`config.mk`:
```
export PLATFORM = sky130hd
export DESIGN_NAME = mgmt_frame_master
export DESIGN_NICKNAME = d
export VERILOG_FILES = /design/src/rtl/mfm_pkg.sv /design/src/rtl/mfm_ctrl.sv /design/src/rtl/mfm_datapath.sv /design/src/rtl/mgmt_frame_master.sv
export SDC_FILE = /design/constraint.sdc
export NUM_CORES = 1
export LEC_CHECK = 0
export ABC_CLOCK_PERIOD_IN_PS = 2850
export BUFFER_PORTS_ARGS = -buffer_cell sky130_fd_sc_hd__buf_2
export CAP_MARGIN = 40
export CELL_PAD_IN_SITES_DETAIL_PLACEMENT = 0
export CELL_PAD_IN_SITES_GLOBAL_PLACEMENT = 2
export CORE_MARGIN = 2
export CORE_UTILIZATION = 39
export CTS_BUF_LIST = sky130_fd_sc_hd__clkbuf_16
export DETAILED_ROUTE_END_ITERATION = 8
export PLACE_DENSITY_LB_ADDON = 0.1
export SLEW_MARGIN = 20
export SYNTH_ARGS = -nofsm -noshare
export SYNTH_HDL_FRONTEND = slang
export SYNTH_SLANG_ARGS = --single-unit
```
`constraint.sdc`:
```
create_clock -name clk -period 2.85 [get_ports clk]
set_input_delay 0.4275 -clock clk [delete_from_list [all_inputs] [get_ports clk]]
set_output_delay 0.4275 -clock clk [all_outputs]
set_load 0.005 [all_outputs]
```
`src/rtl/mfm_pkg.sv`:
```
package mfm_pkg;

  typedef enum logic [1:0] {
    S_IDLE = 2'd0,
    S_LOW  = 2'd1,
    S_HIGH = 2'd2
  } mfm_state_t;

  // strobes from sequencing control to the shift datapath
  typedef struct packed {
    logic load;    // capture a new request into the frame shifter
    logic shift;   // move to the next outgoing bit (at falling edge)
    logic sample;  // capture mgmtIn into the read shifter
  } mfm_strobe_t;

endpackage

```
`src/rtl/mfm_ctrl.sv`:
```
module mfm_ctrl
  import mfm_pkg::*;
#(
  parameter int HALF_DIV  = 2,
  parameter int PRE_LEN   = 33,
  parameter int ADDR_W    = 5,
  parameter int REG_W     = 5,
  parameter int DATA_W    = 16
) (
  input  logic        clk,
  input  logic        rstN,
  input  logic        reqValid,
  input  logic        reqWrite,
  output mfm_strobe_t strb,
  output logic        busy,
  output logic        done,
  output logic        mgmtClk,
  output logic        mgmtOe
);
  // slots driven by the master before any read turnaround
  localparam int DRV_SLOTS = PRE_LEN + 2 + 2 + ADDR_W + REG_W;
  localparam int WR_SLOTS  = DRV_SLOTS + 2 + DATA_W;
  localparam int RD_SLOTS  = DRV_SLOTS + 1 + DATA_W;
  localparam int SW        = $clog2(WR_SLOTS + 1);
  localparam int CW        = $clog2(HALF_DIV + 1);

  mfm_state_t    state;
  logic [CW-1:0] cnt;
  logic [SW-1:0] slot;
  logic          isRead;
  logic          accept;
  logic          halfEnd;
  logic          lastSlot;
  logic          frameEnd;

  always_comb begin
    accept      = (state == S_IDLE) && reqValid;
    halfEnd     = (cnt == CW'(HALF_DIV - 1));
    lastSlot    = isRead ? (slot == SW'(RD_SLOTS - 1)) : (slot == SW'(WR_SLOTS - 1));
    frameEnd    = (state == S_HIGH) && halfEnd && lastSlot;
    strb.load   = accept;
    strb.shift  = (state == S_HIGH) && halfEnd && !lastSlot;
    strb.sample = (state == S_HIGH) && halfEnd && isRead && (slot >= SW'(DRV_SLOTS + 1));
    busy        = (state != S_IDLE);
  end

  always_ff @(posedge clk) begin
    if (!rstN) begin
      state   <= S_IDLE;
      cnt     <= '0;
      slot    <= '0;
      isRead  <= 1'b0;
      mgmtClk <= 1'b0;
      mgmtOe  <= 1'b0;
      done    <= 1'b0;
    end else begin
      done <= frameEnd;
      unique case (state)
        S_IDLE: begin
          if (accept) begin
            state   <= S_LOW;
            cnt     <= '0;
            slot    <= '0;
            isRead  <= !reqWrite;
            mgmtOe  <= 1'b1;
            mgmtClk <= 1'b0;
          end
        end
        S_LOW: begin
          if (halfEnd) begin
            state   <= S_HIGH;
            mgmtClk <= 1'b1;
            cnt     <= '0;
          end else begin
            cnt <= cnt + 1'b1;
          end
        end
        S_HIGH: begin
          if (halfEnd) begin
            cnt     <= '0;
            mgmtClk <= 1'b0;
            if (lastSlot) begin
              state  <= S_IDLE;
              mgmtOe <= 1'b0;
            end else begin
              state <= S_LOW;
              slot  <= slot + 1'b1;
              // release the line once the register field has gone out
              if (isRead && slot == SW'(DRV_SLOTS - 1)) mgmtOe <= 1'b0;
            end
          end else begin
            cnt <= cnt + 1'b1;
          end
        end
        default: state <= S_IDLE;
      endcase
    end
  end

  // done lasts one cycle
  a_r9_done_single: assert property (@(posedge clk) disable iff (!rstN)
    done |=> !done);
  // busy already dropped when done shows
  a_r9_done_not_busy: assert property (@(posedge clk) disable iff (!rstN)
    done |-> !busy);
  // lines parked at frame end
  a_r11_parked: assert property (@(posedge clk) disable iff (!rstN)
    done |-> (!mgmtClk && !mgmtOe));
  // a high phase lasts more than one cycle
  a_r8_high_hold: assert property (@(posedge clk) disable iff (!rstN)
    $rose(mgmtClk) |=> mgmtClk);
  // a request during a frame does not alter the frame type
  a_r10_ignore_busy: assert property (@(posedge clk) disable iff (!rstN)
    (busy && reqValid) |=> $stable(isRead));

endmodule

```
`src/rtl/mfm_datapath.sv`:
```
module mfm_datapath
  import mfm_pkg::*;
#(
  parameter int PRE_LEN = 33,
  parameter int ADDR_W  = 5,
  parameter int REG_W   = 5,
  parameter int DATA_W  = 16
) (
  input  logic              clk,
  input  logic              rstN,
  input  mfm_strobe_t       strb,
  input  logic              reqWrite,
  input  logic [REG_W-1:0]  reqReg,
  input  logic [DATA_W-1:0] reqWdata,
  input  logic              mgmtIn,
  output logic              mgmtOut,
  output logic [DATA_W-1:0] rdData
);
  localparam int TX_W = PRE_LEN + 2 + 2 + ADDR_W + REG_W + 2 + DATA_W;

  logic [TX_W-1:0] txShift;
  logic [TX_W-1:0] txImage;
  logic [1:0]      opBits;

  always_comb begin
    opBits  = reqWrite ? 2'b01 : 2'b10;
    txImage = {{PRE_LEN{1'b1}}, 2'b01, opBits, {ADDR_W{1'b0}}, reqReg, 2'b10, reqWdata};
  end

  always_ff @(posedge clk) begin
    if (!rstN) begin
      txShift <= '0;
      rdData  <= '0;
    end else begin
      if (strb.load) begin
        txShift <= txImage;
        rdData  <= '0;
      end else begin
        if (strb.shift)  txShift <= {txShift[TX_W-2:0], 1'b0};
        if (strb.sample) rdData  <= {rdData[DATA_W-2:0], mgmtIn};
      end
    end
  end

  assign mgmtOut = txShift[TX_W-1];

  // a freshly loaded frame starts with a preamble one
  a_r2_load_one: assert property (@(posedge clk) disable iff (!rstN)
    strb.load |=> mgmtOut);

endmodule

```
`src/rtl/mgmt_frame_master.sv`:
```
module mgmt_frame_master
  import mfm_pkg::*;
#(
  parameter int HALF_DIV = 2,
  parameter int PRE_LEN  = 33,
  parameter int ADDR_W   = 5,
  parameter int REG_W    = 5,
  parameter int DATA_W   = 16
) (
  input  logic              clk,
  input  logic              rstN,
  input  logic              reqValid,
  input  logic              reqWrite,
  input  logic [REG_W-1:0]  reqReg,
  input  logic [DATA_W-1:0] reqWdata,
  output logic              busy,
  output logic              done,
  output logic [DATA_W-1:0] rdData,
  output logic              mgmtClk,
  output logic              mgmtOut,
  output logic              mgmtOe,
  input  logic              mgmtIn
);
  mfm_strobe_t strb;

  mfm_ctrl #(
    .HALF_DIV(HALF_DIV), .PRE_LEN(PRE_LEN), .ADDR_W(ADDR_W),
    .REG_W(REG_W), .DATA_W(DATA_W)
  ) uCtrl (
    .clk(clk), .rstN(rstN), .reqValid(reqValid), .reqWrite(reqWrite),
    .strb(strb), .busy(busy), .done(done), .mgmtClk(mgmtClk), .mgmtOe(mgmtOe)
  );

  mfm_datapath #(
    .PRE_LEN(PRE_LEN), .ADDR_W(ADDR_W), .REG_W(REG_W), .DATA_W(DATA_W)
  ) uDp (
    .clk(clk), .rstN(rstN), .strb(strb), .reqWrite(reqWrite), .reqReg(reqReg),
    .reqWdata(reqWdata), .mgmtIn(mgmtIn), .mgmtOut(mgmtOut), .rdData(rdData)
  );

  // data held while the management clock is high
  a_r7_out_stable: assert property (@(posedge clk) disable iff (!rstN)
    mgmtClk |-> $stable(mgmtOut));
  // sampling only happens with the line released
  a_r6_sample_released: assert property (@(posedge clk) disable iff (!rstN)
    strb.sample |-> (!mgmtOe && mgmtClk));

endmodule

```
==> results.cfg, run 1 <==
[place]
io_buffers = 46
globalplace.congestion = 0.753
hpwl_mm = 5.32

[yosys]
synth_area_leaders = dfxtp_1, a21oi_2, nand2_1
syn_area_per_cell_um2 = 8.94
synth_top_area_share_pct = 45.1
synth_most_common_cell = dfxtp_1
async_flop_share_pct = 0
synth_edf_count = 0
ys_seq_elements = 96
yosysWarnings = 0
syn-num-nets = 511
synthCells = 477
yosysSeqAreaShare_pct = 45.1
ys.flop_type = dfxtp_1
syn-cell-area_mm2 = 0.00426
synth_top_cell_by_area = dfxtp_1
synth_cell_types = 38
ys_top_cells_by_count = dfxtp_1, nand2_1, a21oi_2, a21oi_1, a21boi_1

[detailed_routing]
top_layer = met4
wirelength_mm = 8.56
post_drt_wl_per_cell_um = 13.1
wl_met3_um = 234
routed-via-count = 3299
drtIter0Drc = 102
met1_length_mm = 4.30
viasPerCell = 5.06
antenna_left = 0
drc = 0
wl_met2_mm = 3.89
first_pass_iters = 4

[floorplan]
die-area_mm2 = 0.0118
ios = 47
die_w_um = 109
initial_core_util_pct = 39.7
rows = 38
coreArea_mm2 = 0.0107
die_y_um = 109

[global_routing]
antenna_found_initial = 0
grt_use_total_pct = 15.6
grt_start_max_net_pins = 43
grt_pass1_vias = 3246
grt-ovfl-total = 0
grt_pass1_wl_mm = 14.8

[clocking]
cts_tree = yes
cts_resized = 0
post_cts_buffers = 0
cts_buffers = 9
clock-sinks = 96
clockRootBuffer = clkbuf_16
clk_pin_slew_ns = 0.06
cts_max_path_buffers = 2
htreeDepth = 3
worstSkewPairLatency_ns = 0.33
postCtsHoldBufs = 0

[run]
drv_cap = 0

[timing]
worst_slew_pin_slew_ns = 0.574
fin_skew_ns = 0.00463
min_period_ns = 2.27
clock.fmax_mhz = 440
fin_crit_sh_pct = 79.7
relSlewSlack_pct = 61.7
finalSetupViolCount = 0
grt_setup_unrepaired = no
setup_tns_ns = 0
whs_ns = 0.333
drv_slew = 0
hold_viol = 0

[cells_and_area]
seq_area_mm2 = 0.00192
antennaDiodeCount = 0
fillers = 1102
syn_to_final_growth_pct = 15.1
fin_nets = 542
multi_input_area_mm2 = 0.00211
drive_gt1_share_pct = 25.4

[setup_path]
crit_chain = inv_1 -> ha_1 -> and2_1 -> and2_4 -> buf_4 -> a21oi_2 -> a21boi_1
r2r_slack_ns = 0.58
crit_path_start_kind = flop
cpMaxStageDelayCell = ha_1
worstPathMaxFanout = 28
slowest_delay_ns = 0.46
path_class = flop to flop
worstPathArrival_ns = 2.54
cp-end-kind = flop
critPathRequiredTime_ns = 3.12

[power_and_ir_drop]
cellPowerDensity_mw_per_mm2 = 811
power.total_mw = 3.98
leakage_nw = 2.05
ir_worst_vdd_v = 0.000332

[worst_hold_path]
hp-class = input pin to flop

[status]
status = finished clean
[state kept, by name, summed over array words and instances (netlist names)]
register	cells
uCtrl.cnt	2
uDp.txShift	65
uCtrl.done	1
uCtrl.slot	7
uCtrl.state	2
uCtrl.isRead	1
uDp.rdData	16
uCtrl.mgmtOe	1
uCtrl.mgmtClk	1
[per-layer routing]
metal / track usage, % / vias up
met1: 19.2 / 1548
li1: - / 1696
met3: 2.65 / 12
met4: 7.14 / 0
met2: 26.5 / 43
met5: 0 / -
[layout by cell type (no fill, tap or decap), drive strengths merged, types with 2 or more instances in the layout]
| cell | n |
|---|---|
| inv | 8 |
| mux2i | 18 |
| o31ai | 3 |
| a41o | 2 |
| nand2 | 85 |
| and2 | 6 |
| bufinv | 3 |
| a21boi | 38 |
| dfxtp | 96 |
| nand2b | 3 |
| a21oi | 90 |
| ha | 8 |
| buf | 56 |
| nand3 | 9 |
| a211oi | 2 |
| o21ai | 28 |
| clkinv | 3 |
| nor2 | 25 |
| nor2b | 6 |
| clkbuf | 9 |
[area by class of cell]
| type | instances | share of cell area (%) |
|---|---|---|
| Multi-Input combinational cell | 337 | 43.1 |
| Inverter | 8 | 0.612 |
| Clock buffer | 9 | 4.59 |
| Sequential cell | 96 | 39.2 |
| Tap cell | 140 | 3.57 |
| Clock inverter | 6 | 2.22 |
| Timing Repair Buffer | 56 | 6.73 |
[through the flow]
stage | cell area [um2] | std cells | util [%] | setup slack, ns
floorplan | 4260 | 477 | - | 1.15
global placement | 4570 | 637 | 42.5 | 0.626
detailed placement | 4570 | 637 | 42.5 | 0.575
CTS | 4910 | 652 | 45.7 | 0.560
global route | 4910 | 652 | 45.7 | 0.352
finish | 4910 | 652 | 45.7 | 0.579
[kinds of logic after synthesis]
group           share of synthesized area, %
compound gates                          28.0
simple gates                            14.6
flops                                   45.1
buf+inv                                 5.52
mux                                     4.23
fa+ha+maj                               2.35
xor+xnor                               0.205
[power by group]
part,switching (mW),internal [mW]
clock network,0.496,0.851
registers,0.159,1.58
logic,0.527,0.364
total,1.18,2.80
[path summary, 6_finish.rpt]
| path | start | endpoint | cells past startpoint |
|---|---|---|---|
| worst max-delay path | uCtrl.state[0]$_SDFFE_PN0P_ | uDp.txShift[54]$_SDFFE_PN0P_ | 7 |
| worst min-delay path | mgmtIn | uDp.rdData[0]$_SDFFE_PP0P_ | 3 |
| worst max register to register | uCtrl.state[0]$_SDFFE_PN0P_ | uDp.txShift[54]$_SDFFE_PN0P_ | 7 |
| worst min register to register | uCtrl.cnt[1]$_SDFFE_PN0P_ | uCtrl.cnt[1]$_SDFFE_PN0P_ | 2 |
[critical path, delay by kind of cell (launching register included)]
kind                       cells  cell delay (ns)
buffers and inverters          2             0.41
and+or+nand+nor                2             0.74
AOI/OAI and AO/OA              2             0.23
adders and majority gates      1             0.46
DFF                            1             0.35
Power figures use the tool's default switching activity.
==> run 2: changes to the inputs <==
--- a/config.mk
+++ b/config.mk
@@ -5,13 +5,13 @@
 export SDC_FILE = /design/constraint.sdc
 export NUM_CORES = 1
 export LEC_CHECK = 0
-export ABC_CLOCK_PERIOD_IN_PS = 2850
+export ABC_CLOCK_PERIOD_IN_PS = 2300
 export BUFFER_PORTS_ARGS = -buffer_cell sky130_fd_sc_hd__buf_2
 export CAP_MARGIN = 40
 export CELL_PAD_IN_SITES_DETAIL_PLACEMENT = 0
 export CELL_PAD_IN_SITES_GLOBAL_PLACEMENT = 2
 export CORE_MARGIN = 2
-export CORE_UTILIZATION = 39
+export CORE_UTILIZATION = 36
 export CTS_BUF_LIST = sky130_fd_sc_hd__clkbuf_16
 export DETAILED_ROUTE_END_ITERATION = 8
 export PLACE_DENSITY_LB_ADDON = 0.1
==> constraint.sdc (replaced) <==
create_clock -name clk -period 2.3 [get_ports clk]
set_input_delay 0.345 -clock clk [delete_from_list [all_inputs] [get_ports clk]]
set_output_delay 0.345 -clock clk [all_outputs]
set_load 0.005 [all_outputs]
==> results.cfg, run 2 (synthesized netlist as in run 1, its figures left out) <==
[timing]
relSlewSlack_pct = 63.6
fin_crit_sh_pct = 83.9
min_period_ns = 1.93
hold_viol = 0
drv_slew = 0
setup_slack_ns = 0.371
finalSetupViolCount = 0
fin_skew_ns = 0.00602
clock.fmax_mhz = 518
grt_setup_unrepaired = no
worst_slew_pin_slew_ns = 0.545
setup_tns_ns = 0

[power_and_ir_drop]
intPower_mw = 3.15
leakage_nw = 2.03
clockPowerShare_pct = 29.3
p_sw_mw = 1.48
cellPowerDensity_mw_per_mm2 = 951
seqPwrFrac_pct = 46.5
swShare_pct = 32.0
power_frac_comb_pct = 24.2
ir_worst_vdd_v = 0.000359
power.total_mw = 4.64

[detailed_routing]
viasPerCell = 5.07
drtIter0Drc = 166
wirelength_mm = 8.79
post_drt_wl_per_cell_um = 13.4
routed-via-count = 3332
drc = 0
antenna_left = 0
first_pass_iters = 4

[floorplan]
die_y_um = 113
die_w_um = 113
coreArea_mm2 = 0.0115
rows = 39
die-area_mm2 = 0.0127
ios = 47
initial_core_util_pct = 37.2

[clocking]
clockRootBuffer = clkbuf_16
htreeDepth = 3
cts_tree = yes
cts_max_path_buffers = 2
postCtsHoldBufs = 0
worstSkewPairLatency_ns = 0.34
cts_resized = 0
clock-sinks = 96
clk_pin_slew_ns = 0.06
post_cts_buffers = 0
cts_buffers = 9

[global_routing]
grt_use_total_pct = 14.6
grt-ovfl-total = 0
grt_start_max_net_pins = 62
antenna_found_initial = 0
grt_pass1_wl_mm = 15.2
grt_pass1_vias = 3305

[cells_and_area]
largest_reg_flops = 65
regMostFlops = uDp.txShift
layout_commonest_cell = dfxtp_1
antennaDiodeCount = 0
fin_nets = 543
most-common-layout-cells = dfxtp_1, nand2_1, a21oi_2
top_regs = uDp.txShift x65, uDp.rdData x16, uCtrl.slot x7
drive_gt1_share_pct = 24.9
syn_to_final_growth_pct = 14.3

[status]
status = finished clean

[setup_path]
reg2reg_from = uCtrl.state[0]$_SDFFE_PN0P_
crit_path_start_kind = flop
worstPathMaxFanout = 8
r2r-end = uCtrl.slot[5]$_SDFFE_PN0P_
r2r_slack_ns = 0.37
ff2ff_path_depth = 6
worstPathArrival_ns = 2.17
path_class = flop to flop
setup.worst_path.end = uCtrl.slot[5]$_SDFFE_PN0P_
cp-end-kind = flop
cp-startpoint = uCtrl.state[0]$_SDFFE_PN0P_
critPathRequiredTime_ns = 2.54

[place]
pre_cts_slack_ns = 0.392
io_buffers = 46
hpwl_mm = 5.40
globalplace.congestion = 0.763

[run]
drv_cap = 0

[worst_hold_path]
hp-class = input pin to flop
-- run 2: per-stage QoR --
step,cell area [um2],hold slack (ns),utilization (%),std cells
global placement,4610,0.432,40.2,641
global route,4870,0.280,42.5,657
finish,4870,0.235,42.5,657
CTS,4870,0.221,42.5,657
detailed placement,4610,0.440,40.2,641
floorplan,4260,0.420,-,477
-- run 2: power by group through the flow --
stage	combinational [mW]	sequential, mW	clock, mW
global route	1.29	2.20	1.48
CTS	1.15	2.16	1.42
global placement	1.14	2.18	0
detailed placement	1.15	2.19	0
finish	1.12	2.16	1.36
floorplan	0.891	2.15	0
-- run 2: area by class of cell --
type                       instances  area, um2
clock buffer                       9        225
clock inverter                     7       40.0
fill                            1204       6590
inverter                           8       30.0
multi-input combinational        337       2110
sequential                        96       1920
tap                              143        179
timing repair buffer              57        363
-- run 2: worst min path at each step --
stage          slack (ns)  depth (start not counted)                 startpoint                         end
2_1_floorplan        0.42                          2  uCtrl.cnt[1]$_SDFFE_PN0P_   uCtrl.cnt[1]$_SDFFE_PN0P_
3_3_place_gp         0.43                          2  uCtrl.cnt[1]$_SDFFE_PN0P_   uCtrl.cnt[1]$_SDFFE_PN0P_
3_5_place_dp         0.44                          2  uCtrl.cnt[1]$_SDFFE_PN0P_   uCtrl.cnt[1]$_SDFFE_PN0P_
4_1_cts              0.22                          3                     mgmtIn  uDp.rdData[0]$_SDFFE_PP0P_
5_1_grt              0.28                          3                     mgmtIn  uDp.rdData[0]$_SDFFE_PP0P_
6_report             0.23                          3                     mgmtIn  uDp.rdData[0]$_SDFFE_PP0P_
-- run 2: critical path: stages (launching register included) --
cell and delay, ns:
dfxtp_1 0.40, inv_1 0.09, ha_1 0.26, nor2b_1 0.21, a2bb2oi_2 0.34, nand4_1 0.27
o41ai_2 0.26
-- run 2: per-layer routing --
layer / GRT usage, % / share of wire [%]
met1: 18.4 / 49
met2: 24.1 / 46
met3: 2.79 / 2.8
met4: 6.83 / 2.1
met5: 0 / 0
